$ cat src/rtl/sio_cfg_pkg.sv
package sio_cfg_pkg;
  localparam int DW      = 8;
  localparam int BASE_W  = 2 * DW;
  localparam int NUM_DEV = 5;
  localparam int SLOT_W  = $clog2(NUM_DEV);

  localparam logic [DW-1:0] KEY_OPEN  = 8'h55;
  localparam logic [DW-1:0] KEY_CLOSE = 8'hAA;
  localparam logic [DW-1:0] LOCKED_RD = 8'hFF;

  localparam logic [DW-1:0] REG_LDN   = 8'h07;
  localparam logic [DW-1:0] REG_ID    = 8'h20;
  localparam logic [DW-1:0] ID_VALUE  = 8'h40;
  localparam logic [DW-1:0] DEV_FIRST = 8'h30;

  localparam logic [DW-1:0] REG_ACT   = 8'h30;
  localparam logic [DW-1:0] REG_BASEH = 8'h60;
  localparam logic [DW-1:0] REG_BASEL = 8'h61;
  localparam logic [DW-1:0] REG_IRQ   = 8'h70;
  localparam logic [DW-1:0] REG_IRQ2  = 8'h72;
  localparam logic [DW-1:0] REG_DMA   = 8'h74;
  localparam logic [DW-1:0] REG_MODE0 = 8'hF0;
  localparam logic [DW-1:0] REG_MODE1 = 8'hF1;

  localparam int              LPT_SLOT   = 1;
  localparam logic [DW-1:0]   FDD_ON_LPT = 8'h02;

  typedef struct packed {
    logic            act;
    logic [DW-1:0]   base_h;
    logic [DW-1:0]   base_l;
    logic [DW-1:0]   irq;
    logic [DW-1:0]   irq2;
    logic [DW-1:0]   dma;
    logic [DW-1:0]   mode0;
    logic [DW-1:0]   mode1;
  } dev_regs_t;

  // logical device number owned by each slot
  function automatic logic [DW-1:0] slot_ldn(input int s);
    case (s)
      0:       return 8'd0;
      1:       return 8'd3;
      2:       return 8'd4;
      3:       return 8'd5;
      default: return 8'd7;
    endcase
  endfunction
endpackage

$ cat src/rtl/sio_cfg_lock.sv
module sio_cfg_lock
  import sio_cfg_pkg::*;
(
  input  logic          clk_i,
  input  logic          rst_ni,
  input  logic          wr_i,
  input  logic          addr_i,
  input  logic [DW-1:0] wdata_i,
  output logic          open_o,
  output logic [DW-1:0] idx_o
);
  logic idx_wr;
  assign idx_wr = wr_i && !addr_i;

  always_ff @(posedge clk_i or negedge rst_ni) begin
    if (!rst_ni) begin
      open_o <= 1'b0;
      idx_o  <= '0;
    end else if (idx_wr) begin
      if (!open_o) begin
        if (wdata_i == KEY_OPEN) open_o <= 1'b1;
      end else if (wdata_i == KEY_CLOSE) begin
        open_o <= 1'b0;
      end else begin
        idx_o <= wdata_i;
      end
    end
  end

  assert_key_open_R2: assert property (@(posedge clk_i) disable iff (!rst_ni)
    (idx_wr && !open_o && wdata_i == KEY_OPEN) |=> open_o);
  assert_key_close_R2: assert property (@(posedge clk_i) disable iff (!rst_ni)
    (idx_wr && open_o && wdata_i == KEY_CLOSE) |=> !open_o);
  assert_closed_idx_hold_R3: assert property (@(posedge clk_i) disable iff (!rst_ni)
    !open_o |=> $stable(idx_o));
endmodule

$ cat src/rtl/sio_dev_bank.sv
module sio_dev_bank
  import sio_cfg_pkg::*;
(
  input  logic          clk_i,
  input  logic          rst_ni,
  input  logic          wr_i,
  input  logic [DW-1:0] idx_i,
  input  logic [DW-1:0] wdata_i,
  output logic [DW-1:0] rdata_o,
  output dev_regs_t     regs_o
);
  dev_regs_t r;

  always_ff @(posedge clk_i or negedge rst_ni) begin
    if (!rst_ni) begin
      r <= '0;
    end else if (wr_i) begin
      case (idx_i)
        REG_ACT:   r.act    <= wdata_i[0];
        REG_BASEH: r.base_h <= wdata_i;
        REG_BASEL: r.base_l <= wdata_i;
        REG_IRQ:   r.irq    <= wdata_i;
        REG_IRQ2:  r.irq2   <= wdata_i;
        REG_DMA:   r.dma    <= wdata_i;
        REG_MODE0: r.mode0  <= wdata_i;
        REG_MODE1: r.mode1  <= wdata_i;
        default:   ;
      endcase
    end
  end

  always_comb begin
    case (idx_i)
      REG_ACT:   rdata_o = {{(DW-1){1'b0}}, r.act};
      REG_BASEH: rdata_o = r.base_h;
      REG_BASEL: rdata_o = r.base_l;
      REG_IRQ:   rdata_o = r.irq;
      REG_IRQ2:  rdata_o = r.irq2;
      REG_DMA:   rdata_o = r.dma;
      REG_MODE0: rdata_o = r.mode0;
      REG_MODE1: rdata_o = r.mode1;
      default:   rdata_o = '0;
    endcase
  end

  assign regs_o = r;

  assert_bank_hold_R8: assert property (@(posedge clk_i) disable iff (!rst_ni)
    !wr_i |=> $stable(regs_o));
  assert_act_rd_R7: assert property (@(posedge clk_i) disable iff (!rst_ni)
    (idx_i == REG_ACT) |-> (rdata_o[DW-1:1] == '0));
endmodule

$ cat src/rtl/sio_cfg_port.sv
module sio_cfg_port
  import sio_cfg_pkg::*;
(
  input  logic                   clk_i,
  input  logic                   rst_ni,
  input  logic                   wr_en_i,
  input  logic                   rd_en_i,
  input  logic                   addr_i,
  input  logic [DW-1:0]          wdata_i,
  output logic [DW-1:0]          rdata_o,
  output logic                   cfg_open_o,
  output logic [NUM_DEV-1:0]     dev_en_o,
  output logic [NUM_DEV*BASE_W-1:0] dev_base_o,
  output logic [NUM_DEV*DW-1:0]  dev_irq_o,
  output logic [NUM_DEV*DW-1:0]  dev_irq2_o,
  output logic [NUM_DEV*DW-1:0]  dev_dma_o,
  output logic [NUM_DEV*DW-1:0]  dev_mode0_o,
  output logic [NUM_DEV*DW-1:0]  dev_mode1_o,
  output logic                   fdd_on_lpt_o
);
  logic          open_q;
  logic [DW-1:0] idx_q;
  logic [DW-1:0] ldn_q;
  logic          data_wr;
  logic          dev_area;
  logic [NUM_DEV-1:0] hit;
  logic [DW-1:0] bank_rd [NUM_DEV];
  dev_regs_t     bank_regs [NUM_DEV];
  logic [DW-1:0] dev_rd;
  logic [DW-1:0] data_rd;

  sio_cfg_lock u_lock (
    .clk_i  (clk_i),
    .rst_ni (rst_ni),
    .wr_i   (wr_en_i),
    .addr_i (addr_i),
    .wdata_i(wdata_i),
    .open_o (open_q),
    .idx_o  (idx_q)
  );

  assign data_wr  = wr_en_i && addr_i && open_q;
  assign dev_area = (idx_q >= DEV_FIRST);

  always_ff @(posedge clk_i or negedge rst_ni) begin
    if (!rst_ni)                                ldn_q <= '0;
    else if (data_wr && idx_q == REG_LDN)       ldn_q <= wdata_i;
  end

  for (genvar s = 0; s < NUM_DEV; s++) begin : g_bank
    assign hit[s] = (ldn_q == slot_ldn(s));

    sio_dev_bank u_bank (
      .clk_i  (clk_i),
      .rst_ni (rst_ni),
      .wr_i   (data_wr && dev_area && hit[s]),
      .idx_i  (idx_q),
      .wdata_i(wdata_i),
      .rdata_o(bank_rd[s]),
      .regs_o (bank_regs[s])
    );

    assign dev_en_o[s]                  = bank_regs[s].act;
    assign dev_base_o[s*BASE_W +: BASE_W] = {bank_regs[s].base_h, bank_regs[s].base_l};
    assign dev_irq_o[s*DW +: DW]        = bank_regs[s].irq;
    assign dev_irq2_o[s*DW +: DW]       = bank_regs[s].irq2;
    assign dev_dma_o[s*DW +: DW]        = bank_regs[s].dma;
    assign dev_mode0_o[s*DW +: DW]      = bank_regs[s].mode0;
    assign dev_mode1_o[s*DW +: DW]      = bank_regs[s].mode1;
  end

  // unselected or unimplemented device contributes zero
  always_comb begin
    dev_rd = '0;
    for (int s = 0; s < NUM_DEV; s++) begin
      if (hit[s]) dev_rd = dev_rd | bank_rd[s];
    end
  end

  always_comb begin
    if (dev_area)               data_rd = dev_rd;
    else if (idx_q == REG_LDN)  data_rd = ldn_q;
    else if (idx_q == REG_ID)   data_rd = ID_VALUE;
    else                        data_rd = '0;
  end

  always_ff @(posedge clk_i or negedge rst_ni) begin
    if (!rst_ni)        rdata_o <= '0;
    else if (rd_en_i) begin
      if (!open_q)      rdata_o <= LOCKED_RD;
      else if (addr_i)  rdata_o <= data_rd;
      else              rdata_o <= idx_q;
    end
  end

  assign cfg_open_o   = open_q;
  assign fdd_on_lpt_o = (bank_regs[LPT_SLOT].mode1 == FDD_ON_LPT);

  assert_closed_rd_R3: assert property (@(posedge clk_i) disable iff (!rst_ni)
    (rd_en_i && !open_q) |=> (rdata_o == LOCKED_RD));
  assert_closed_nowr_R3: assert property (@(posedge clk_i) disable iff (!rst_ni)
    !open_q |=> ($stable(dev_base_o) && $stable(dev_en_o) && $stable(dev_mode1_o)));
  assert_id_value_R5: assert property (@(posedge clk_i) disable iff (!rst_ni)
    (rd_en_i && open_q && addr_i && idx_q == REG_ID) |=> (rdata_o == ID_VALUE));
  assert_rd_hold_R11: assert property (@(posedge clk_i) disable iff (!rst_ni)
    !rd_en_i |=> $stable(rdata_o));
  assert_one_slot_R8: assert property (@(posedge clk_i) disable iff (!rst_ni)
    $onehot0(hit));
endmodule

$ cat config.mk
export PLATFORM = sky130hd
export DESIGN_NAME = sio_cfg_port
export DESIGN_NICKNAME = d
export VERILOG_FILES = /design/src/rtl/sio_cfg_pkg.sv /design/src/rtl/sio_cfg_lock.sv /design/src/rtl/sio_dev_bank.sv /design/src/rtl/sio_cfg_port.sv
export SDC_FILE = /design/constraint.sdc
export NUM_CORES = 1
export LEC_CHECK = 0
export ABC_AREA = 1
export ABC_CLOCK_PERIOD_IN_PS = 4300
export BUFFER_PORTS_ARGS = -buffer_cell sky130_fd_sc_hd__buf_2
export CAP_MARGIN = 20
export CORE_UTILIZATION = 60
export CTS_CLUSTER_SIZE = 10
export DETAILED_ROUTE_END_ITERATION = 10
export MAX_ROUTING_LAYER = met4
export PLACE_DENSITY = 0.88
export SETUP_SLACK_MARGIN = 0.4
export SLEW_MARGIN = 20
export SYNTH_ARGS = -nofsm -noshare
export SYNTH_HDL_FRONTEND = slang
export SYNTH_SLANG_ARGS = --single-unit
$ cat constraint.sdc
create_clock -name clk_i -period 4.3 [get_ports clk_i]
set_input_delay 0 -clock clk_i [delete_from_list [all_inputs] [get_ports clk_i]]
set_output_delay 0 -clock clk_i [all_outputs]
set_load 0.01 [all_outputs]
==> impl_metrics.yaml <==
sta:
  tns_ns: 0
  fin_skew_ns: 0.02752
  drv_slew: 0
  finalCritPeriodShare_pct: 79.50
  tightest_slew_ns: 0.9687
  rsz0062_at_grt: "no"
  hold_viol: 0
  setup_viol: 0
  clock.fmax_mhz: 292.5
  fin_crit_ns: 3.419
  slew_headroom_pct: 35.33
drt:
  dr.pass1.iters: 6
  ant_nets: 0
  vias: 15060
  finalWirelength_mm: 53.93
  routed_via_density: 6.174
  avgRoutedWirePerCell_um: 22.10
  post-route-drc-count: 0
  drtIter0Drc: 2087
logic_synthesis:
  synth_fa_ha_area_share_pct: 0
  synth.most_common_cell: "nand2_1"
  ys_seq_elements: 310
  synth_mux_area_share_pct: 0.07592
  ys_seq_area_share_pct: 52.30
  synth_top_area_share_pct: 52.30
  synth_edf_count: 0
  synth_xor_xnor_area_share_pct: 0
  synth_flop_cell: "dfrtp_1"
  async_reset_ff_share_pct: 100.0
  synth.distinct_cells: 34
  synth-compound-area-share_pct: 12.78
  synth_top_family_by_area: "simple AND/OR/NAND/NOR gates"
  netlist_area_um2: 14830
  synthSimpleGateAreaFrac_pct: 28.12
  synth_largest_area_cell: "dfrtp_1"
  synth_cells: 1849
  synth_warnings: 0
  synthTopCellsByArea: "dfrtp_1 52%, nand2_1 14%, o21ai_0 8.7%, nand3_1 7.9%, nor2_1 3.5%"
  synth_fp_nets: 1862
  synth.avg_cell_area_um2: 8.022
  ys_top_cells_by_count: "551 x nand2_1, 310 x dfrtp_1, 257 x o21ai_0"
global_routing:
  track_usage_pct: 43.56
  grt_pass1_vias: 14160
  antenna_found_initial: 0
  grt_pass1_wl_mm: 81.99
  grt_max_degree: 146
  grt-ovfl-total: 0
setup_path:
  worst-path-max-fanout: 40
  crit_required_ns: 4.75
  critPathCaptureType: "flip-flop"
  critPathArrivalTime_ns: 3.87
  crit_type: "flip-flop to flip-flop"
  crit_path_start_kind: "flip-flop"
hold_path:
  hp-class: "input pin to asynchronous set/reset pin"
layout:
  drive_above_1_share_pct: 19.66
  area_delta_synth_final_pct: 18.32
  diodes: 0
  layoutNonFillerInstCount: 2440
  nNetsFinal: 2125
die:
  initial_utilization_pct: 61.17
  rows: 57
  ios: 308
  dieArea_um2: 25350
  die-width_um: 159.2
  core_um2: 24250
  die_h_um: 159.2
clock_tree:
  cts_sinks: 310
  root_buffer: "clkbuf_16"
  clkSlewWorstSetupHoldPaths_ns: 0.06
  cts_buffers: 37
  post-cts-setup-buffer-count: 0
  clockBufferDepth: 3
  cts_tree: "built"
  clock_latency_ns: 0.53
  htreeDepth: 2
place:
  port_buffers: 307
  place_inst: 2383
  hpwl_mm: 35.87
  place.gp.congestion: 1.047
pwr:
  power_density_nw_per_um2: 380.9
  vdd_ir_drop_max_uv: 313.8
  p_leak_nw: 9.209
job:
  cap_violations: 0
run_status:
  status: "completed"
-- sequential cells by signal, indices dropped and copies added, names as in the netlist --
register              cells
g_bank.u_bank.regs_o    285
ldn_q                     8
u_lock.open_o             1
u_lock.idx_o              8
rdata_o                   8
-- report_power, final --
| group | internal, mW | total, mW | switching, mW |
|---|---|---|---|
| Sequential | 2.99 | 3.08 | 0.0859 |
| Clock | 1.67 | 2.83 | 1.16 |
| Combinational | 0.166 | 0.781 | 0.616 |
| Total | 4.83 | 6.69 | 1.86 |
-- through the flow --
step	hold WS (ns)	setup slack, ns	power (mW)	area, um2	utilization [%]
finish	0.08306	0.8813	6.686	17550	72.38
global route	0.1828	0.7251	6.842	17550	72.38
CTS	0.1464	1.013	6.661	17540	72.35
detailed placement	0.08654	1.526	3.863	16370	67.53
global placement	0.08864	1.544	3.856	16370	67.53
floorplan	-0.2956	2.495	3.555	14830	-
-- worst max-delay path, cell delays in order, from the launching register on --
cell	delay [ns]
dfrtp_1	0.40
inv_1	0.08
nand2_1	0.17
nor2_4	0.42
buf_4	0.50
nand2_2	0.27
o21ai_0	0.39
nor2_1	0.09
nand2_1	0.06
nand2_1	0.05
nand2_1	0.06
inv_1	0.04
nand3_1	0.07
nand2_1	0.05
a21oi_1	0.13
dlygate4sd3_1	0.57
-- path summary, 6_finish.rpt --
| path | depth (start not counted) | slack, ns | startpoint | to |
|---|---|---|---|---|
| worst max-delay path | 15 | 0.88 | u_lock.idx_o[3] | rdata_o[4] |
| worst min-delay path | 2 | 0.08 | rst_ni | g_bank[0].u_bank.regs_o[4] |
| worst max register to register | 15 | 0.88 | u_lock.idx_o[3] | rdata_o[4] |
| worst min register to register | 2 | 0.51 | g_bank[1].u_bank.regs_o[56] | g_bank[1].u_bank.regs_o[56] |
| max in group asynchronous | 3 | 2.82 | rst_ni | g_bank[3].u_bank.regs_o[38] |
| min in group clk_i | 4 | 0.28 | wdata_i[4] | g_bank[0].u_bank.regs_o[44] |
-- final cells by class --
cell class              count  area (um2)
well taps                 324       405.4
clock buffers              41       992.2
flip-flops and latches    310        7757
inverters                 105       396.6
clock inverters             2       46.29
multi-input cells        1318        6101
repair buffers            340        1852
fillers                  1837        6698
-- timing repair --
action | 4_1_cts | 5_1_grt
hold buffers | 13 | 0
resized for setup | 0 | 0
endpoints found under the hold margin | 117 | 0
-- metal layers --
layer | part of all wire [%] | wire length [um] | vias to the layer above | GRT usage [%]
met5 | 0 | 0 | - | -
met4 | 6.7 | 3603 | 0 | 25.74
met3 | 12 | 6629 | 264 | 8.726
met2 | 44 | 23760 | 1190 | 63.14
met1 | 37 | 19940 | 7079 | 57.13
li1 | - | - | 6531 | -
-- kinds of logic after synthesis --
family,after synthesis
and+or+nand+nor,966
AOI/OAI and AO/OA,351
DFF,310
buffers and inverters,221
muxes,1
-- cell usage in the layout, fill, tap and decap left out, types with 2 or more instances in the layout --
master,synthesis,final
inv_1,95,92
dfrtp_1,310,310
nor4_1,2,2
clkbuf_8,0,3
o21a_1,47,47
buf_12,0,2
nand2_2,3,3
clkinv_1,5,5
nand2_4,7,7
nor2_1,140,137
buf_4,12,17
nor2_8,2,2
nand3_1,233,233
clkbuf_16,0,38
nor2_4,13,16
nand2_1,551,551
dlygate4sd3_1,0,13
o21ai_1,19,19
a21oi_1,24,24
nand4_1,4,4
nor2_2,4,4
nor3_1,2,2
inv_2,4,7
nor3_2,2,2
o21ai_0,257,257
buf_2,48,306
(Power assumes the default switching activity.)
